### src/rtl/sel_pkg.sv
package sel_pkg;
  localparam int unsigned ID_W    = 16;
  localparam int unsigned LANE_W  = 8;
  localparam int unsigned N_LANES = ID_W / LANE_W;
  localparam int unsigned IDX_W   = $clog2(ID_W);
  localparam int unsigned CNT_W   = $clog2(ID_W + 1);
endpackage

### src/rtl/sel_lane_par.sv
module sel_lane_par #(
  parameter int unsigned LANE_W = sel_pkg::LANE_W
) (
  input  logic [LANE_W-1:0] lane_bits,
  input  logic              lane_par,
  output logic              lane_fail
);
  // odd parity: total of ones including parity must be odd
  always_comb begin
    lane_fail = ~((^lane_bits) ^ lane_par);
  end
endmodule

### src/rtl/sel_id_decode.sv
module sel_id_decode #(
  parameter int unsigned ID_W   = sel_pkg::ID_W,
  parameter int unsigned LANE_W = sel_pkg::LANE_W,
  localparam int unsigned IDX_W = $clog2(ID_W),
  localparam int unsigned CNT_W = $clog2(ID_W + 1)
) (
  input  logic [ID_W-1:0]  id_bus,
  input  logic [IDX_W-1:0] own_id,
  output logic             own_hit,
  output logic [CNT_W-1:0] bit_cnt,
  output logic [IDX_W-1:0] other_idx,
  output logic             upper_any
);
  logic [ID_W-1:0] others;

  always_comb begin
    own_hit   = id_bus[own_id];
    others    = id_bus;
    others[own_id] = 1'b0;
    bit_cnt   = '0;
    other_idx = '0;
    upper_any = 1'b0;
    for (int i = 0; i < ID_W; i++) begin
      bit_cnt = bit_cnt + CNT_W'(id_bus[i]);
      if (others[i]) other_idx = IDX_W'(i);
      if (i >= LANE_W && id_bus[i]) upper_any = 1'b1;
    end
  end
endmodule

### src/rtl/sel_filter.sv
module sel_filter #(
  parameter int unsigned ID_W   = sel_pkg::ID_W,
  parameter int unsigned LANE_W = sel_pkg::LANE_W,
  localparam int unsigned N_LANES = ID_W / LANE_W,
  localparam int unsigned IDX_W   = $clog2(ID_W),
  localparam int unsigned CNT_W   = $clog2(ID_W + 1)
) (
  input  logic               clk,
  input  logic               rst_n,
  input  logic               sel_valid,
  input  logic [ID_W-1:0]    id_bus,
  input  logic [N_LANES-1:0] par_bits,
  input  logic [IDX_W-1:0]   own_id,
  input  logic               par_en,
  input  logic               no_single,
  input  logic               chk_hi,
  output logic               accept,
  output logic               par_err,
  output logic [IDX_W-1:0]   init_id,
  output logic               init_known
);
  logic             own_hit;
  logic [CNT_W-1:0] bit_cnt;
  logic [IDX_W-1:0] other_idx;
  logic             upper_any;
  logic [N_LANES-1:0] lane_fail;
  logic [N_LANES-1:0] lane_chk;

  sel_id_decode #(.ID_W(ID_W), .LANE_W(LANE_W)) u_dec (
    .id_bus    (id_bus),
    .own_id    (own_id),
    .own_hit   (own_hit),
    .bit_cnt   (bit_cnt),
    .other_idx (other_idx),
    .upper_any (upper_any)
  );

  for (genvar k = 0; k < N_LANES; k++) begin : g_lane
    sel_lane_par #(.LANE_W(LANE_W)) u_par (
      .lane_bits (id_bus[k*LANE_W +: LANE_W]),
      .lane_par  (par_bits[k]),
      .lane_fail (lane_fail[k])
    );
    if (k == 0) begin : g_low
      assign lane_chk[k] = par_en & (chk_hi | ~upper_any);
    end else begin : g_high
      assign lane_chk[k] = par_en & chk_hi;
    end
  end

  // next-state logic
  logic             par_bad, pair_ok, lone_ok, struct_ok;
  logic             accept_d, par_err_d, known_d;
  logic [IDX_W-1:0] init_d;
  logic             info_en;

  always_comb begin
    par_bad   = |(lane_fail & lane_chk);
    pair_ok   = own_hit & (bit_cnt == CNT_W'(2));
    lone_ok   = own_hit & (bit_cnt == CNT_W'(1)) & ~no_single;
    struct_ok = pair_ok | lone_ok;
    accept_d  = sel_valid & struct_ok & ~par_bad;
    par_err_d = sel_valid & par_bad;
    known_d   = accept_d & pair_ok;
    init_d    = known_d ? other_idx : '0;
    info_en   = sel_valid;
  end

  // registers
  always_ff @(posedge clk or negedge rst_n) begin
    if (!rst_n) begin
      accept  <= 1'b0;
      par_err <= 1'b0;
    end else begin
      accept  <= accept_d;
      par_err <= par_err_d;
    end
  end

  always_ff @(posedge clk or negedge rst_n) begin
    if (!rst_n) begin
      init_id    <= '0;
      init_known <= 1'b0;
    end else if (info_en) begin
      init_id    <= init_d;
      init_known <= known_d;
    end
  end


  pulse_src_chk: assert property (@(posedge clk) disable iff (!rst_n)
    (accept || par_err) |-> $past(sel_valid));

  acc_vs_perr_chk: assert property (@(posedge clk) disable iff (!rst_n)
    !(accept && par_err));

  own_present_chk: assert property (@(posedge clk) disable iff (!rst_n)
    accept |-> $past(id_bus[own_id]));

  max_two_chk: assert property (@(posedge clk) disable iff (!rst_n)
    accept |-> ($past($countones(id_bus)) <= 2));

  no_lone_chk: assert property (@(posedge clk) disable iff (!rst_n)
    accept |-> !($past(no_single) && $past($countones(id_bus)) == 1));

  par_off_chk: assert property (@(posedge clk) disable iff (!rst_n)
    par_err |-> $past(par_en));

  known_acc_chk: assert property (@(posedge clk) disable iff (!rst_n)
    init_known |-> (accept || $stable(init_known)));
endmodule

### config.mk
export PLATFORM = sky130hd
export DESIGN_NAME = sel_filter
export DESIGN_NICKNAME = d
export VERILOG_FILES = /design/src/rtl/sel_pkg.sv /design/src/rtl/sel_lane_par.sv /design/src/rtl/sel_id_decode.sv /design/src/rtl/sel_filter.sv
export SDC_FILE = /design/constraint.sdc
export NUM_CORES = 1
export LEC_CHECK = 0
export BUFFER_PORTS_ARGS = -buffer_cell sky130_fd_sc_hd__buf_2
export CAP_MARGIN = 5
export CORE_UTILIZATION = 45
export CTS_CLUSTER_SIZE = 16
export DETAILED_ROUTE_END_ITERATION = 16
export GPL_TIMING_DRIVEN = 0
export PLACE_DENSITY = 0.76
export SLEW_MARGIN = 5
export SYNTH_ARGS = -nofsm -noshare
export SYNTH_HDL_FRONTEND = slang
export SYNTH_SLANG_ARGS = --single-unit
### constraint.sdc
create_clock -name clk -period 1.7 [get_ports clk]
set_input_delay 0.34 -clock clk [delete_from_list [all_inputs] [get_ports clk]]
set_output_delay 0.34 -clock clk [all_outputs]
set_load 0.01 [all_outputs]
Word level (Yosys, flattened, before mapping)
Index checks and enable logic that the tools add are counted.
{ "totals": {"reg_bits": 7, "in_bits": 28, "output_inout_bits": 7, "elab_cells": 76} }
{ "classes": {"addsub": 15, "magnitude_cmp": 2, "eq_ne": 2, "muxes": 28, "bitwise": 21, "n_reduce_logical": 4} }
{ "op_table": {"columns": ["operator", "count"], "rows": [
  ["adder 5 x 1 -> 5 bit", 14],
  ["2-to-1 mux 4 bit", 15],
  ["bitwise AND 16 bit", 1],
  ["NOT 16 bit", 1],
  ["XOR reduction 8 bit", 2],
  ["2-to-1 mux 1 bit", 11],
  ["bitwise AND 1 bit", 9],
  ["== test 5 x 1 -> 1 bit (second input constant)", 1],
  ["== test 5 x 2 -> 1 bit (second input constant)", 1],
  ["< comparator 4 x 5 -> 1 bit (second input constant)", 1],
  ["NOT 1 bit", 5],
  ["binary-select mux 1 bit (select 4 bit)", 1],
  ["demux 1 bit (select 4 bit)", 1],
  [">= comparator 4 x 1 -> 1 bit (second input constant)", 1],
  ["adder 1 x 1 -> 2 bit", 1],
  ["bitwise AND 2 bit", 1],
  ["bitwise OR 1 bit", 2],
  ["OR reduction 2 bit", 1],
  ["bitwise XOR 1 bit", 2],
  ["logical AND 1 bit", 1]
]} }

Logic depth before layout (Yosys ltp)
Gate-level depths: netlist of run 1.
{ "depth": {"depth_word": 23, "depth_mapped": 16, "depth_no_buf": 16} }

Cells and area by module
From an unflattened synthesis of run 1, not the netlist that was laid out.
{ "unflattened": {"hier_cells": 163, "hier_area_um2": 1468.9} }
{ "modules_own_cells": {"columns": ["mod", "instances", "cells_per_inst", "area_each_um2", "seq_area_each_um2"], "rows": [
  ["sel_id_decode", 1, 119, 991.0, 0.0],
  ["sel_filter", 1, 30, 327.8, 175.2],
  ["sel_lane_par", 2, 7, 75.1, 0.0]
]} }

Worst setup path before layout of run 1
OpenSTA, ideal clock, no wires.
{ "synth_path": {"path_kind": "input -> register", "start": "in id_bus[0]", "end": "reg init_id[0]", "setup_time_ps": 92, "arrival_time_ps": 4393, "required_time_ps": 1608, "setup_slack_ps": -2785, "stages": 15, "n_path_buf": 0, "path_cell_list": "ha_1 -> inv_1 -> fa_1 -> inv_1 -> fa_1 -> fa_1 -> inv_1 -> fa_1 -> fa_1 -> fa_1 -> nor2b_1 -> a21oi_1 -> nor4_4 -> nand4_2 -> o31ai_2"} }
{ "synth_between": {"elab_chain_cells": 23, "elab_cells_between_ends": 33, "classes_between": "add/sub: 15; eq/ne: 2; mux: 3; bitwise: 11; reduce/logical: 2"} }
{ "synth_rtl": {"columns": ["item", "line_no", "text"], "rows": [
  ["start: declaration", "sel_filter.sv:11", "input logic [ID_W-1:0] id_bus,"],
  ["adder 1 x 1 -> 2 bit", "sel_id_decode.sv:24", "bit_cnt = bit_cnt + CNT_W'(id_bus[i]);"],
  ["adder 5 x 1 -> 5 bit (14 in series)", "sel_id_decode.sv:24", null],
  ["== test 5 x 1 -> 1 bit", "sel_filter.sv:60", "lone_ok = own_hit & (bit_cnt == CNT_W'(1)) & ~no_single;"],
  ["bitwise AND 1 bit (2 in series)", "sel_filter.sv:60", null],
  ["bitwise OR 1 bit", "sel_filter.sv:61", "struct_ok = pair_ok | lone_ok;"],
  ["bitwise AND 1 bit (2 in series)", "sel_filter.sv:62", "accept_d = sel_valid & struct_ok & ~par_bad;"],
  ["bitwise AND 1 bit (*)", "sel_filter.sv:64", "known_d = accept_d & pair_ok;"],
  ["2-to-1 mux 4 bit (*)", "sel_filter.sv:65", "init_d = known_d ? other_idx : '0;"],
  ["end signal: assignment", "sel_filter.sv:85", "init_id <= init_d;"],
  ["end: declaration", "sel_filter.sv:19", "output logic [IDX_W-1:0] init_id,"]
]} }
Every way passes the cells marked *; elsewhere a longest branch is shown, timed or not. The select of a mux whose other input is x is not followed.
A chain may end at the register's enable or synchronous reset.

Worst setup path in the final report of run 1
{ "layout_path": {"start": "in id_bus[1]", "end": "reg init_id[0]"} }
{ "layout_between": {"elab_chain_cells": 23, "elab_cells_between_ends": 49, "classes_between": "add/sub: 15; eq/ne: 2; mux: 18; bitwise: 12; reduce/logical: 2"} }
{ "layout_rtl": {"columns": ["item", "line_no"], "rows": [
  ["adder 1 x 1 -> 2 bit", "sel_id_decode.sv:24"],
  ["adder 5 x 1 -> 5 bit (14 in series)", "sel_id_decode.sv:24"],
  ["== test 5 x 1 -> 1 bit", "sel_filter.sv:60"],
  ["bitwise AND 1 bit (2 in series)", "sel_filter.sv:60"],
  ["bitwise OR 1 bit", "sel_filter.sv:61"],
  ["bitwise AND 1 bit (2 in series)", "sel_filter.sv:62"],
  ["bitwise AND 1 bit", "sel_filter.sv:64"],
  ["2-to-1 mux 4 bit (*)", "sel_filter.sv:65"]
]} }
Marked as above.

==> results.toml, run 1 <==
[worst_setup_path]
worstPathArrival_ns = 4.55
path_cells = "buf_8 -> ha_4 -> inv_2 -> fa_1 -> inv_2 -> fa_1 -> fa_1 -> inv_1 -> fa_1 -> fa_2 -> fa_1 -> nor2b_1 -> a21oi_2 -> nor4_4 -> nand4_2 -> o31ai_2"
crit_path_top_delay_cell = "fa_1"
startpoint_type = "input pin"
critical_path_buf_inv_count = 4
cpPeakStageDelay_ns = 0.51
cp-end-kind = "flip-flop"
timing_worst_setup_path_type = "input pin to flip-flop"
required_ns = 1.87
cp_top_family = "adder cells"
cp_common_cell = "fa_1"
crit_fanout = 5

[routing]
drc = 0
ant_nets = 0
wl_met2_um = 1730
routed-wl-met3_um = 167
vias = 1400
finalWirelength_um = 3460
highest-signal-layer = "met4"
wl_met1_um = 1510
avgViaCountPerCell = 5.49
drt-pass1-iter-count = 4
first_iter_violations = 59
wl_per_cell_um = 13.6

[global_route]
track_usage_pct = 21.7
grt_pass1_wl_um = 5690
grt_antenna_before_repair = 0
overflow = 0
grt_max_degree = 11
grt_pass1_vias = 1278

[pwr]
ir_worst_vdd_uv = 470
power_density_mw_per_mm2 = 738
power_uw = 1310
power_leakage_uw = 0.000841

[clock_tree]
htreeDepth = 1
cts.reportedPaths.clkPinSlew_ns = 0.05
clock_latency_ns = 0.26
clkSinkCount = 7
clk_path_buf_depth = 2
cts_made_buffers = 3
cts_root_buffer = "clkbuf_4"
tritoncts = "yes"

[outcome]
violations = "negative setup slack"
status = "finished, violations left"

[placement]
io_buffers = 33
gp_congestion = 0.949
dpl.hpwl_um = 2830

[timing]
finClkSkew_ns = 0
worst_slew_pin_slew_ns = 0.388
fin_tns_setup_ns = -15.45
rsz0062_at_grt = "true"
period_needed_ns = 4.37
setup_violations = 6
fin_ws_ns = -2.67
maxSlewViolCount = 0
final_hold_viol_count = 0
fmax_ghz = 0.229
min_period_over_period_pct = 257
holdWs_ns = 0.274
relSlewSlack_pct = 74.1

[synthesis]
synth_common_cells = "26 x inv_1, 16 x nor2_1, 13 x xnor2_1"
synth_area_leader_cell = "fa_1"
synth_top_area_share_pct = 13.8
ys.flop_type = "dfrtp_1"
synth_area_leaders = "fa_1 14%, dfrtp_1 12%, xnor2_1 7.8%"
synth_cells = 169
ys_seq_elements = 7
syn_nets = 214
synth.most_common_cell = "inv_1"
synth_edf_count = 0
netlist-cell-type-count = 48
yosysWarnings = 0
synth-seq-area-share_pct = 12.1
syn_avg_cell_area_um2 = 8.59
async_reset_ff_share_pct = 100
syn_area_mm2 = 0.00145

[floorplanning]
coreArea_mm2 = 0.00305
start_util_pct = 47.5
rows = 20
die_w_um = 58.8
pin_count = 35
die_area_mm2 = 0.00346
die_h_um = 58.8

[final_layout]
drive_above_1_share_pct = 30.8
diodes = 0
areaGrowthSynthToFinish_pct = 22.5
fin_nets = 257

[worst_hold_path]
hold_class = "input pin to flip-flop"

[job]
cap_violations = 0
[placed cells by master, fill, tap and decap left out, drive strengths merged, types with 5 or more instances in the layout]
cell	n
o21ai	6
xnor2	13
a21oi	8
buf	45
nor2b	6
inv	27
nor3	6
nor2	17
ha	7
mux2i	5
fa	10
dfrtp	7
[path summary, 6_finish.rpt]
check / startpoint / endpoint / slack [ns] / cells after the start
worst min-delay path: sel_valid / init_known$_DFFE_PN0P_ / 0.27 / 2
worst min register to register: init_id[2]$_DFFE_PN0P_ / init_id[2]$_DFFE_PN0P_ / 0.48 / 1
worst max register to register: init_id[0]$_DFFE_PN0P_ / init_id[0]$_DFFE_PN0P_ / 1.07 / 2
worst max-delay path: id_bus[1] / init_id[0]$_DFFE_PN0P_ / -2.67 / 16
max in group asynchronous: rst_n / init_known$_DFFE_PN0P_ / 1.12 / 2
min in group asynchronous: rst_n / init_id[1]$_DFFE_PN0P_ / 0.44 / 2
[state kept, by name (all words and copies together), names as in the netlist]
| name | count |
|---|---|
| init_known | 1 |
| init_id | 4 |
| par_err | 1 |
| accept | 1 |
[layer usage]
metal	GRT usage (%)	vias up
met5	0	-
met4	6.46	0
met3	1.32	5
met2	39.9	53
met1	27.1	662
li1	-	680
[cells by family (layout without fill, tap and decap cells)]
| kind of cell | Yosys count | after routing | synth area share, % |
|---|---|---|---|
| compound gates | 36 | 36 | 18.4 |
| xor+xnor | 13 | 13 | 7.84 |
| fa+ha+maj | 17 | 17 | 19.8 |
| buf+inv | 35 | 77 | 10.1 |
| flops | 7 | 7 | 12.1 |
| mux | 11 | 11 | 11.7 |
| simple gates | 50 | 50 | 20.0 |
[power by group]
part           internal, µW  switching (µW)
clock                  89.9            66.5
combinational           456             504
sequential              188            8.02
total                   734             578
[layout make-up]
class / instances / area (µm²)
buffer: 8 / 45.0
sequential: 7 / 175
fill: 295 / 1270
clock buffer: 4 / 26.3
timing repair buffer: 38 / 221
multi-input combinational: 127 / 1150
inverter: 27 / 101
tap: 44 / 55.1
[metrics by stage]
step / utilization (%) / area (µm²) / cells / setup slack, ns
5_1_grt: 58.2 / 1780 / 255 / -2.82
3_5_place_dp: 55.4 / 1690 / 246 / -3.01
2_1_floorplan: - / 1470 / 169 / -2.66
3_3_place_gp: 55.4 / 1690 / 246 / -2.94
6_report: 58.2 / 1780 / 255 / -2.67
4_1_cts: 57.8 / 1770 / 254 / -2.67
[what timing repair did]
action	4_1_cts	5_1_grt
endpoints found under the setup margin	6	6
hold endpoints to repair	7	0
resized for setup	5	2
gates cloned	0	0
hold buffers	1	0
setup buffers	3	1
pin swaps	1	3
(Power assumes the default switching activity.)
==> run 2: changes to the inputs <==
ABC_AREA = 1   (was default)
HOLD_SLACK_MARGIN = 0.15   (was default)
PLACE_DENSITY = 0.71   (was 0.76)
==> run 2 against run 1 <==
  * The run still ends with negative setup slack left
  * Area after synthesis shrank 17%
  * Total power is 8.8% lower
  * Via count down 5.5%
  * Synthesized cell count is 8.3% higher
  * Critical path depth increased by 3
  * Combinational power decreased by 13%
  * Die area shrank 17%
  * Clock power decreased by 5%
==> results.toml, run 2 <==
[routing]
ant_nets = 0
vias = 1323
avgViaCountPerCell = 5.21
finalWirelength_um = 3180
drt-pass1-iter-count = 4
drc = 0
first_iter_violations = 32
wl_per_cell_um = 12.5

[clock_tree]
htreeDepth = 1
clock_latency_ns = 0.24
cts_made_buffers = 3
clkSinkCount = 7
clk_path_buf_depth = 2
tritoncts = "yes"
cts.reportedPaths.clkPinSlew_ns = 0.05
cts_root_buffer = "clkbuf_4"

[worst_setup_path]
crit_fanout = 5
worstPathArrival_ns = 4.53
path_cells = "buf_6 -> ha_4 -> inv_2 -> fa_1 -> inv_2 -> fa_1 -> fa_1 -> inv_1 -> fa_1 -> fa_2 -> fa_1 -> inv_2 -> o22ai_1 -> nor4_2 -> o2111ai_1 -> nor2_1 -> and3_4 -> nand2_1 -> nand2_1"
crit_path_top_delay_cell = "fa_1"
cp-end-kind = "flip-flop"
cp_top_family = "adder cells"
cp_common_cell = "fa_1"
required_ns = 1.88
critical_path_buf_inv_count = 5
timing_worst_setup_path_type = "input pin to flip-flop"
cpPeakStageDelay_ns = 0.51
startpoint_type = "input pin"

[final_layout]
largest_register_ffs = 4
diodes = 0
most-common-layout-cells = "53 x nand2_1, 39 x inv_1, 32 x buf_2"
areaGrowthSynthToFinish_pct = 24.6
final_common_cell = "nand2_1"
fin_nets = 270
top_register = "init_id"
drive_above_1_share_pct = 21.0

[placement]
dpl.hpwl_um = 2720
dpl_worst_slack_ns = -3.02
io_buffers = 34
gp_congestion = 0.846

[timing]
rsz0062_at_grt = "true"
finClkSkew_ns = 0
setup_violations = 6
relSlewSlack_pct = 71.4
worst_slew_pin_slew_ns = 0.424
final_hold_viol_count = 0
period_needed_ns = 4.35
holdWs_ns = 0.413
min_period_over_period_pct = 256
fin_ws_ns = -2.65
maxSlewViolCount = 0
fmax_ghz = 0.230

[floorplanning]
start_util_pct = 48.1
die_w_um = 53.7
die_h_um = 53.7
die_area_mm2 = 0.00289
rows = 18
pin_count = 35
coreArea_mm2 = 0.00250

[synthesis]
synth_top_area_share_pct = 16.6
async_reset_ff_share_pct = 100
synth_common_cells = "53 x nand2_1, 42 x inv_1, 15 x o21ai_0"
synth.most_common_cell = "nand2_1"
synth_area_leaders = "fa_1 17%, nand2_1 17%, dfrtp_1 15%"
synth-seq-area-share_pct = 14.6
yosysWarnings = 0
ys.flop_type = "dfrtp_1"
syn_nets = 228
synth_cells = 183
synth_area_leader_cell = "fa_1"
synth_edf_count = 0
netlist-cell-type-count = 24
syn_avg_cell_area_um2 = 6.58
syn_area_mm2 = 0.00120
ys_seq_elements = 7

[job]
cap_violations = 0

[outcome]
violations = "negative setup slack"
status = "finished, violations left"

[pwr]
clkPwrFrac_pct = 12.3
p_switching_uw = 554
power_density_mw_per_mm2 = 798
ir_worst_vdd_uv = 642
p_int_uw = 642
p_comb_share_pct = 69.9
seqPwrFrac_pct = 17.8
switching_share_pct = 46.3
power_leakage_uw = 0.000876

[global_route]
track_usage_pct = 25.1
grt_pass1_vias = 1268
grt_antenna_before_repair = 0
grt_pass1_wl_um = 5310
grt_max_degree = 8
overflow = 0

[worst_hold_path]
hold_class = "input pin to flip-flop"
run 2: cell families after synthesis:
logic type               count (synthesis)  synth area share, %
buffers and inverters                   42                 13.1
adder cells (fa/ha/maj)                 17                 23.9
AO/OA/AOI/OAI                           34                 16.3
AND/OR/NAND/NOR                         72                 24.1
flip-flops                               7                 14.6
XOR/XNOR                                11                 8.00
run 2: power groups by stage:
stage	clock network [µW]	registers (µW)	logic, µW
finish	148	212	837
global route	166	218	964
CTS	153	213	821
detailed placement	0	215	790
global placement	0	213	742
floorplan	0	232	553
run 2: area by class of cell:
| cell class | count | area, µm² |
|---|---|---|
| fillers | 246 | 1000 |
| multi-input cells | 134 | 892 |
| repair buffers | 37 | 211 |
| flip-flops and latches | 7 | 175 |
| inverters | 42 | 158 |
| well taps | 30 | 37.5 |
| clock buffers | 4 | 26.3 |
run 2: final timing paths:
kind	startpoint	end	slack (ns)	cells past startpoint
setup / recovery	id_bus[0]	init_id[1]$_DFFE_PN0P_	-2.65	19
hold / removal	chk_hi	accept$_DFF_PN0_	0.41	4
setup reg to reg	init_id[1]$_DFFE_PN0P_	init_id[1]$_DFFE_PN0P_	1.08	2
hold reg to reg	init_id[2]$_DFFE_PN0P_	init_id[2]$_DFFE_PN0P_	0.48	2
max in group asynchronous	rst_n	init_id[3]$_DFFE_PN0P_	1.10	2
min in group asynchronous	rst_n	accept$_DFF_PN0_	0.45	2
run 2: tightest hold or removal path: cells and delay by family:
family	cells	cell delay [ns]
simple gates	3	0.19
buf+inv	1	0.09
run 2: timing repair:
action                                 CTS  global route
pin swaps                                1             2
endpoints found under the hold margin    7             0
buffers inserted                         2             0
gates resized for setup                  7             1
setup endpoints to repair                6             6
hold buffers                             1             0
run 2: metrics by stage:
stage | power (µW) | cell area [µm²] | instances | utilization, % | setup TNS, ns
2_1_floorplan | 785 | 1220 | 183 | - | -15.27
3_3_place_gp | 955 | 1430 | 247 | 57.1 | -16.91
3_5_place_dp | 1010 | 1430 | 247 | 57.1 | -17.78
4_1_cts | 1190 | 1490 | 254 | 59.8 | -15.79
5_1_grt | 1350 | 1500 | 254 | 60.0 | -16.91
6_report | 1200 | 1500 | 254 | 60.0 | -15.62
run 2: layer usage:
| metal | global-route usage [%] | up-vias | wire (µm) |
|---|---|---|---|
| met2 | 46.7 | 51 | 1660 |
| met1 | 28.6 | 605 | 1270 |
| met3 | 1.69 | 9 | 167 |
| li1 | - | 658 | - |
| met5 | 0 | - | 0 |
| met4 | 11.4 | 0 | 80 |
==> run 3: changes to the inputs <==
BUFFER_PORTS_ARGS = -buffer_cell sky130_fd_sc_hd__clkbuf_2   (was -buffer_cell sky130_fd_sc_hd__buf_2)
==> run 3 against run 2 <==
  * The run still ends with negative setup slack left
  * Sequential share of layout area shrank 0.068 points
  * Clock power is essentially flat
  * Flip-flop and latch count is the same
  * Sequential power is essentially flat
  * Die area is the same
  * Register-to-register slack is essentially flat
  * Global-route usage shrank 2.1 points
  * Utilization grew 0.35 points
  * Total power is essentially flat
  * Setup slack gained 0.027 ns
  * Highest routed layer is now met3
==> results.toml, run 3 (synthesis gave the netlist of run 2 again) <==
[floorplanning]
die_area_mm2 = 0.00289
die_h_um = 53.7
pin_count = 35
rows = 18
die_w_um = 53.7
start_util_pct = 48.1
coreArea_mm2 = 0.00250

[worst_hold_path]
hold_end = "accept$_DFF_PN0_"
hp-start = "chk_hi"
holdPathStages = 4
hold_class = "input pin to flip-flop"

[worst_setup_path]
timing_worst_setup_path_type = "input pin to flip-flop"
worst_r2r_startpoint = "init_id[1]$_DFFE_PN0P_"
crit-reg2reg-capture = "init_id[1]$_DFFE_PN0P_"
required_ns = 1.89
startpoint_type = "input pin"
r2r_slack_ns = 1.09
cp-end-kind = "flip-flop"
crit_fanout = 5
r2r_cells = 2
worstPathArrival_ns = 4.51

[routing]
ant_nets = 0
vias = 1255
wl_per_cell_um = 11.2
avgViaCountPerCell = 4.94
drc = 0
drt-pass1-iter-count = 5
first_iter_violations = 27
finalWirelength_um = 2860

[final_layout]
fin_nets = 270
final_common_cell = "nand2_1"
post-route-util_pct = 60.4
drive_above_1_share_pct = 21.4
diodes = 0
most-common-layout-cells = "51 x nand2_1, 40 x inv_1, 32 x clkbuf_2"
top_register = "init_id"
stdcell_area_mm2 = 0.00151
areaGrowthSynthToFinish_pct = 25.4
largest_register_ffs = 4

[global_route]
grt_pass1_wl_um = 4860
use_met1_pct = 26.9
met2_usage_pct = 42.4
grt_antenna_before_repair = 0
use_met3_pct = 1.69
grt_busiest_layer = "met2"
track_usage_pct = 23.0
grt_pass1_vias = 1202
overflow = 0
grt_max_degree = 8

[clock_tree]
cts_made_buffers = 3
cts_root_buffer = "clkbuf_4"
cts.reportedPaths.clkPinSlew_ns = 0.05
clock_latency_ns = 0.25
htreeDepth = 1
clk_path_buf_depth = 2
tritoncts = "yes"
clkSinkCount = 7

[timing]
relSlewSlack_pct = 76.7
fmax_ghz = 0.231
fin_ws_ns = -2.62
min_period_over_period_pct = 254
maxSlewViolCount = 0
worst_slew_pin_slew_ns = 0.346
period_needed_ns = 4.32
rsz0062_at_grt = "true"
final_hold_viol_count = 0
setup_violations = 6
finClkSkew_ns = 0

[outcome]
status = "finished, violations left"
violations = "negative setup slack"

[placement]
place_area_mm2 = 0.00143
io_buffers = 34
dpl.hpwl_um = 2580
gp_congestion = 0.859

[pwr]
clkPwrFrac_pct = 12.1
ir_worst_vdd_uv = 731
switching_share_pct = 45.6
p_comb_share_pct = 70.1
p_switching_uw = 546
seqPwrFrac_pct = 17.8
p_int_uw = 652
power_density_mw_per_mm2 = 794
power_leakage_uw = 0.000881

[job]
cap_violations = 0
==> run 3: area by class of cell <==
cell class / instances / area (µm²)
Fill cell: 246 / 991
Multi-Input combinational cell: 134 / 897
Timing Repair Buffer: 37 / 215
Sequential cell: 7 / 175
Inverter: 42 / 158
Tap cell: 30 / 37.5
Clock buffer: 4 / 26.3
==> run 3: timing repair <==
| action | in CTS | in global routing |
|---|---|---|
| pin swaps | 2 | 3 |
| setup buffers | 2 | 0 |
| hold buffers | 1 | 0 |
| setup endpoints to repair | 6 | 6 |
| hold endpoints to repair | 7 | 0 |
| resized for setup | 5 | 3 |
==> run 3: how the worst max path moves through the flow <==
stage                   start                endpoint  slack [ns]  cells after the start
floorplan           id_bus[1]  init_id[1]$_DFFE_PN0P_       -2.59                     18
finish              id_bus[1]  init_id[1]$_DFFE_PN0P_       -2.62                     19
detailed placement  id_bus[1]  init_id[1]$_DFFE_PN0P_       -2.97                     19
CTS                 id_bus[1]  init_id[1]$_DFFE_PN0P_       -2.66                     19
global route        id_bus[1]  init_id[1]$_DFFE_PN0P_       -2.82                     19
global placement    id_bus[1]  init_id[1]$_DFFE_PN0P_       -2.87                     19
==> run 3: metrics by stage <==
stage / setup slack [ns] / cells / total power, µW / TNS (ns) / hold slack, ns
6_report: -2.62 / 254 / 1200 / -15.40 / 0.421
5_1_grt: -2.82 / 254 / 1360 / -16.47 / 0.408
4_1_cts: -2.66 / 254 / 1210 / -15.61 / 0.418
3_5_place_dp: -2.97 / 247 / 1000 / -17.48 / 0.184
3_3_place_gp: -2.87 / 247 / 956 / -16.90 / 0.175
2_1_floorplan: -2.59 / 183 / 785 / -15.27 / 0.0444
==> run 3: worst max-delay path: stages <==
cell,delay [ns]
buf_8,0.10
ha_4,0.26
inv_2,0.03
fa_1,0.48
inv_1,0.05
fa_1,0.47
fa_1,0.51
inv_1,0.05
fa_1,0.45
fa_2,0.36
fa_1,0.45
inv_2,0.09
o22ai_2,0.07
nor4_1,0.17
o2111ai_1,0.17
nor2_1,0.12
and3_4,0.23
nand2_1,0.06
nand2_1,0.06
==> run 3: metal layers <==
layer,vias to the layer above,wire length [µm]
met5,-,0
met4,0,0
met3,0,123
met2,39,1480
met1,562,1260
li1,654,-
==> run 3: power groups by stage <==
stage / clock network [µW] / logic [µW] / registers, µW
after floorplan: 0 / 553 / 232
after global placement: 0 / 742 / 214
after detailed placement: 0 / 788 / 216
after CTS: 151 / 849 / 214
after global routing: 173 / 972 / 219
final: 145 / 839 / 213
